[src/rtl/tsc_pkg.sv]
package tsc_pkg;

    localparam int NUM_THR = 2;

    typedef logic tid_t;

    typedef enum int {
        SQ_IF = 0,
        SQ_ID = 1,
        SQ_EX = 2
    } sq_slot_e;

    localparam int NUM_SQ = 3;

    typedef struct packed {
        logic vld;
        tid_t tid;
    } slot_t;

    function automatic tid_t peer(input tid_t t);
        return ~t;
    endfunction

endpackage

[src/rtl/tsc_thread_ctx.sv]
module tsc_thread_ctx
    import tsc_pkg::*;
#(
    parameter int             PC_W    = 32,
    parameter logic [PC_W-1:0] RST_PC = '0,
    parameter int             PC_STEP = 4
) (
    input  logic            clk,
    input  logic            rst,
    input  logic            advance,
    input  logic            imiss,
    input  logic            dmiss,
    input  logic            fill,
    input  logic [PC_W-1:0] if_pc,
    input  logic [PC_W-1:0] mem_pc,
    output logic [PC_W-1:0] pc_o,
    output logic            wait_o,
    output logic            wait_nxt_o
);
    localparam logic [PC_W-1:0] STEP = PC_W'(PC_STEP);

    logic [PC_W-1:0] pc_q, pc_d;
    logic            wait_q;

    assign wait_nxt_o = dmiss || imiss || (wait_q && !fill);

    always_comb begin
        pc_d = pc_q;
        if (dmiss)        pc_d = mem_pc;
        else if (imiss)   pc_d = if_pc;
        else if (advance) pc_d = pc_q + STEP;
    end

    always_ff @(posedge clk) begin
        if (rst) begin
            pc_q   <= RST_PC;
            wait_q <= 1'b0;
        end else begin
            pc_q   <= pc_d;
            wait_q <= wait_nxt_o;
        end
    end

    assign pc_o   = pc_q;
    assign wait_o = wait_q;
endmodule

[src/rtl/tsc_slot_track.sv]
module tsc_slot_track
    import tsc_pkg::*;
(
    input  logic              clk,
    input  logic              rst,
    input  logic              fetch_en,
    input  tid_t              act,
    input  logic              if_miss,
    input  logic              mem_miss,
    output logic [NUM_SQ-1:0] squash,
    output logic              dmiss_vld,
    output tid_t              dmiss_tid
);
    slot_t id_q, ex_q, mem_q;
    slot_t id_d, ex_d, mem_d;

    assign dmiss_vld = mem_miss && mem_q.vld;
    assign dmiss_tid = mem_q.tid;

    always_comb begin
        squash        = '0;
        squash[SQ_IF] = dmiss_vld && fetch_en && (act == dmiss_tid);
        squash[SQ_ID] = dmiss_vld && id_q.vld && (id_q.tid == dmiss_tid);
        squash[SQ_EX] = dmiss_vld && ex_q.vld && (ex_q.tid == dmiss_tid);

        id_d.vld  = fetch_en && !if_miss && !squash[SQ_IF];
        id_d.tid  = act;
        ex_d.vld  = id_q.vld && !squash[SQ_ID];
        ex_d.tid  = id_q.tid;
        mem_d.vld = ex_q.vld && !squash[SQ_EX];
        mem_d.tid = ex_q.tid;
    end

    always_ff @(posedge clk) begin
        if (rst) begin
            id_q  <= '0;
            ex_q  <= '0;
            mem_q <= '0;
        end else begin
            id_q  <= id_d;
            ex_q  <= ex_d;
            mem_q <= mem_d;
        end
    end
endmodule

[src/rtl/tsc_perf_cnt.sv]
module tsc_perf_cnt #(
    parameter int CNT_W = 32
) (
    input  logic             clk,
    input  logic             rst,
    input  logic             retire,
    output logic [CNT_W-1:0] cycles_o,
    output logic [CNT_W-1:0] retired_o
);
    always_ff @(posedge clk) begin
        if (rst) begin
            cycles_o  <= '0;
            retired_o <= '0;
        end else begin
            cycles_o  <= cycles_o + 1'b1;
            retired_o <= retired_o + CNT_W'(retire);
        end
    end
endmodule

[src/rtl/thread_switch_ctrl.sv]
module thread_switch_ctrl
    import tsc_pkg::*;
#(
    parameter int              PC_W    = 32,
    parameter int              CNT_W   = 32,
    parameter logic [PC_W-1:0] RST_PC0 = 32'h0000_1000,
    parameter logic [PC_W-1:0] RST_PC1 = 32'h0000_8000,
    parameter int              PC_STEP = 4
) (
    input  logic                    clk,
    input  logic                    rst,
    input  logic                    if_miss_i,
    input  logic [PC_W-1:0]         if_pc_i,
    input  logic                    mem_miss_i,
    input  logic [PC_W-1:0]         mem_pc_i,
    input  logic [NUM_THR-1:0]      fill_done_i,
    input  logic                    retire_i,
    output logic                    act_tid_o,
    output logic                    fetch_en_o,
    output logic [PC_W-1:0]         fetch_pc_o,
    output logic [NUM_SQ-1:0]       squash_o,
    output logic                    rf_bank_o,
    output logic                    xlat_ctx_o,
    output logic [CNT_W-1:0]        cycle_cnt_o,
    output logic [CNT_W-1:0]        retire_cnt_o
);
    tid_t               act_q, act_d;
    logic [NUM_THR-1:0] wait_q, wait_nxt, imiss_hit, dmiss_hit;
    logic [PC_W-1:0]    pc_q [NUM_THR];
    logic               dmiss_vld;
    tid_t               dmiss_tid;
    logic               fetch_en;

    assign fetch_en = !wait_q[act_q];

    tsc_slot_track u_track (
        .clk       (clk),
        .rst       (rst),
        .fetch_en  (fetch_en),
        .act       (act_q),
        .if_miss   (if_miss_i),
        .mem_miss  (mem_miss_i),
        .squash    (squash_o),
        .dmiss_vld (dmiss_vld),
        .dmiss_tid (dmiss_tid)
    );

    for (genvar g = 0; g < NUM_THR; g++) begin : g_ctx
        assign dmiss_hit[g] = dmiss_vld && (dmiss_tid == tid_t'(g));
        assign imiss_hit[g] = fetch_en && if_miss_i && (act_q == tid_t'(g)) && !dmiss_hit[g];

        tsc_thread_ctx #(
            .PC_W    (PC_W),
            .RST_PC  ((g == 0) ? RST_PC0 : RST_PC1),
            .PC_STEP (PC_STEP)
        ) u_ctx (
            .clk        (clk),
            .rst        (rst),
            .advance    (fetch_en && (act_q == tid_t'(g))),
            .imiss      (imiss_hit[g]),
            .dmiss      (dmiss_hit[g]),
            .fill       (fill_done_i[g]),
            .if_pc      (if_pc_i),
            .mem_pc     (mem_pc_i),
            .pc_o       (pc_q[g]),
            .wait_o     (wait_q[g]),
            .wait_nxt_o (wait_nxt[g])
        );
    end

    // Hand over only when the owner is blocked and its peer is not.
    always_comb begin
        act_d = act_q;
        if (wait_nxt[act_q] && !wait_nxt[peer(act_q)])
            act_d = peer(act_q);
    end

    always_ff @(posedge clk) begin
        if (rst) act_q <= tid_t'(0);
        else     act_q <= act_d;
    end

    tsc_perf_cnt #(.CNT_W(CNT_W)) u_perf (
        .clk       (clk),
        .rst       (rst),
        .retire    (retire_i),
        .cycles_o  (cycle_cnt_o),
        .retired_o (retire_cnt_o)
    );

    assign act_tid_o  = act_q;
    assign fetch_en_o = fetch_en;
    assign fetch_pc_o = pc_q[act_q];
    assign rf_bank_o  = act_q;
    assign xlat_ctx_o = act_q;
endmodule

[config.mk]
export PLATFORM = sky130hd
export DESIGN_NAME = thread_switch_ctrl
export DESIGN_NICKNAME = d
export VERILOG_FILES = /design/src/rtl/tsc_pkg.sv /design/src/rtl/tsc_thread_ctx.sv /design/src/rtl/tsc_slot_track.sv /design/src/rtl/tsc_perf_cnt.sv /design/src/rtl/thread_switch_ctrl.sv
export SDC_FILE = /design/constraint.sdc
export NUM_CORES = 1
export LEC_CHECK = 0
export CORE_ASPECT_RATIO = 0.9
export CORE_MARGIN = 5
export CORE_UTILIZATION = 55
export CTS_CLUSTER_SIZE = 16
export DETAILED_ROUTE_END_ITERATION = 8
export MAX_ROUTING_LAYER = met4
export PLACE_DENSITY = 0.85
export SKIP_LAST_GASP = 1
export SYNTH_ARGS = -nofsm -noshare
export SYNTH_HDL_FRONTEND = slang
export SYNTH_SLANG_ARGS = --single-unit
[constraint.sdc]
create_clock -name clk -period 3.1 [get_ports clk]
set_input_delay 0.62 -clock clk [delete_from_list [all_inputs] [get_ports clk]]
set_output_delay 0.62 -clock clk [all_outputs]
set_load 0.01 [all_outputs]
==> impl_metrics.py <==
metrics = {
    "yosys": {
        "yosysWarnings": 0,
        "synth_xor_area_share_pct": 7.501,
        "synth-edff-count": 0,
        "synth-adder-area-share_pct": 0.7546,
        "synth-seq-area-share_pct": 33.08,
        "synth.largest_area_cell": "dfxtp_1",
        "synthFlopType": "dfxtp_1",
        "synth_nets": 1123,
        "ys_ff_latch": 137,
        "synth.distinct_cells": 67,
        "synth_area_mm2": 0.008290,
        "syn_area_per_cell_um2": 7.918,
        "synthArstFlopShare_pct": 0,
        "synth_area_leaders": "dfxtp_1 (33%), nor2_1 (6.0%), xor2_1 (5.5%)",
        "synthCells": 1047,
        "synthSimpleGateAreaFrac_pct": 30.98,
        "synth_top_cell_area_share_pct": 33.08,
        "synthMuxAreaShare_pct": 6.490,
        "synth-compound-area-share_pct": 16.74,
        "synth_top_family_by_area": "simple AND/OR/NAND/NOR gates",
    },
    "clocking": {
        "numCtsBuffers": 17,
        "clock_latency_ns": 0.42,
        "clockBufferDepth": 2,
        "cts_tree": "yes",
        "clkTransAtPathRegs_ns": 0.06,
        "cts_setup_buffers": 0,
        "ctsResizeCount": 0,
        "root_buffer": "clkbuf_16",
        "cts_hold_buffers": 0,
        "cts.sinks": 137,
        "htree_num_levels": 4,
    },
    "grt": {
        "antenna_found_initial": 0,
        "grt-ovfl-total": 0,
        "grt_start_max_net_pins": 49,
        "grt_pass1_vias": 8254,
        "grtUsageTotal_pct": 29.46,
        "grt_pass1_wl_mm": 42.03,
    },
    "run_status": {
        "status": "finished, final reports clean",
    },
    "place": {
        "place_congestion": 0.9497,
        "hpwl_mm": 18.50,
        "place.port_buffers": 173,
        "dpl_worst_slack_ns": 0.3823,
        "placed_area_mm2": 0.01014,
    },
    "setup_path": {
        "worstPathRequired_ns": 2.48,
        "reg2reg_to": "g_ctx[1].u_ctx.pc_o[24]",
        "crit_path_start_kind": "register",
        "critPathMaxStageDelay_ns": 0.55,
        "cpMostUsedCell": "nor2_1",
        "path_delay_family": "simple AND/OR/NAND/NOR gates",
        "endpoint_kind": "output pin",
        "crit_buf_inv": 1,
        "cp_cell_sequence": "or2_2 > nor2_1 > a21oi_1 > nor2_1 > clkdlybuf4s50_1",
        "path_class": "reg2out",
        "arrival_ns": 2.18,
        "cpMaxStageDelayCell": "clkdlybuf4s50_1",
        "r2r_cells": 6,
        "r2r-start": "g_ctx[1].u_ctx.pc_o[2]",
        "cp_max_fo": 14,
        "reg2reg_slack_ns": 0.84,
    },
    "sta": {
        "setup_viol": 0,
        "fin_crit_ns": 2.800,
        "skew_ns": 0.01012,
        "maxSlewHeadroom_pct": 48.47,
        "fmax_mhz": 357.2,
        "finalHoldViolCount": 0,
        "worstMarginPinSlew_ns": 0.7721,
        "holdWs_ns": 0.4701,
        "finalSetupTns_ns": 0,
        "layout_setup_ws_ns": 0.3001,
        "slew_violations": 0,
        "rsz0062_at_grt": "no",
        "min_period_over_period_pct": 90.32,
    },
    "pwr": {
        "powerDensity_mw_per_mm2": 481.2,
        "power_mw": 5.139,
        "p_leak_nw": 3.948,
        "vdd_ir_drop_max_uv": 465.0,
    },
    "detailed_routing": {
        "drt_iter0_drc": 928,
        "drt-wirelength-per-cell_um": 18.97,
        "drc": 0,
        "via_count": 8875,
        "wirelength_mm": 26.46,
        "vias_per_cell": 6.362,
        "first_pass_iters": 6,
        "antenna_left": 0,
    },
    "hold_path": {
        "min_from": "u_track.ex_q[1]",
        "min_to": "u_track.mem_q[1]",
        "hold_class": "reg2reg",
        "hold_depth": 1,
    },
    "run": {
        "drv_cap": 0,
    },
    "layout": {
        "antenna_cells": 0,
        "final_nets": 1260,
        "layout-drive-gt1-share_pct": 9.440,
        "fin_area_mm2": 0.01068,
        "mostFrequentLayoutCell": "clkdlybuf4s50_1",
        "area_growth_syn_to_layout_pct": 28.81,
        "final_cell_mix": "clkdlybuf4s50_1 (171), dfxtp_1 (136), nor2_1 (132)",
    },
    "floorplan": {
        "io_pins": 174,
        "die_area_mm2": 0.01763,
        "fp.coreArea_mm2": 0.01477,
        "row_count": 42,
        "initial_core_util_pct": 56.14,
        "chipWidth_um": 139.4,
        "die_height_um": 126.5,
    },
}
-- cell type report --
| type | count | area (um2) |
|---|---|---|
| repair buffers | 195 | 1927 |
| clock buffers | 20 | 446.7 |
| inverters | 10 | 37.54 |
| clock inverters | 12 | 92.59 |
| multi-input cells | 823 | 5184 |
| fillers | 1179 | 4088 |
| well taps | 198 | 247.7 |
| flip-flops and latches | 137 | 2744 |
-- worst max-delay path by stage --
stage,to,depth (start not counted),slack [ns],from
floorplan,fetch_pc_o[10],3,1.05,act_tid_o
global placement,squash_o[2],4,0.41,mem_miss_i
detailed placement,squash_o[1],4,0.38,mem_miss_i
CTS,squash_o[0],5,0.28,act_tid_o
global route,squash_o[0],5,0.21,act_tid_o
finish,squash_o[0],5,0.30,act_tid_o
-- synthesized netlist by cell type (24+ instances only) --
cell      count
nor2_1      133
nand2_1     103
nand4_1      46
nand3_1      64
buf_2        24
and3_1       26
o21ai_0      40
dfxtp_1     137
clkbuf_1     35
xor2_1       52
a21oi_1      54
mux2_2       30
-- sequential cells by signal, indices dropped and copies added (netlist names) --
| register | flops |
|---|---|
| u_perf.cycles_o | 32 |
| u_track.ex_q | 2 |
| act_tid_o | 1 |
| u_perf.retired_o | 32 |
| g_ctx.u_ctx.pc_o | 64 |
| u_track.ex_d | 1 |
| u_track.dmiss_tid | 1 |
| g_ctx.u_ctx.wait_o | 2 |
| u_track.id_q | 1 |
| u_track.mem_q | 1 |
-- routing by layer --
metal,vias to the layer above,track usage (%),wire length [um]
met5,-,-,0
met4,0,12.08,1053
met3,102,6.398,2597
met1,4108,37.28,10690
li1,4086,-,-
met2,579,45.94,12120
-- kinds of logic (layout without fill, tap and decap cells) --
group           Yosys count  in the layout
simple gates            487            487
fa+ha+maj                 5              5
mux                      50             50
xor+xnor                 71             71
flops                   137            137
compound gates          210            210
buf+inv                  87            237
-- per-stage QoR --
step	util [%]	cells
2_1_floorplan	-	1047
3_3_place_gp	68.67	1363
3_5_place_dp	68.67	1363
4_1_cts	72.32	1395
5_1_grt	72.32	1395
6_report	72.32	1395
-- report_power, final --
part           switching (mW)  internal, mW  total [mW]
clock network           0.829          1.05        1.88
logic                   0.603         0.560        1.16
registers               0.211          1.88        2.09
total                    1.64          3.50        5.14
Power figures use the tool's default switching activity.
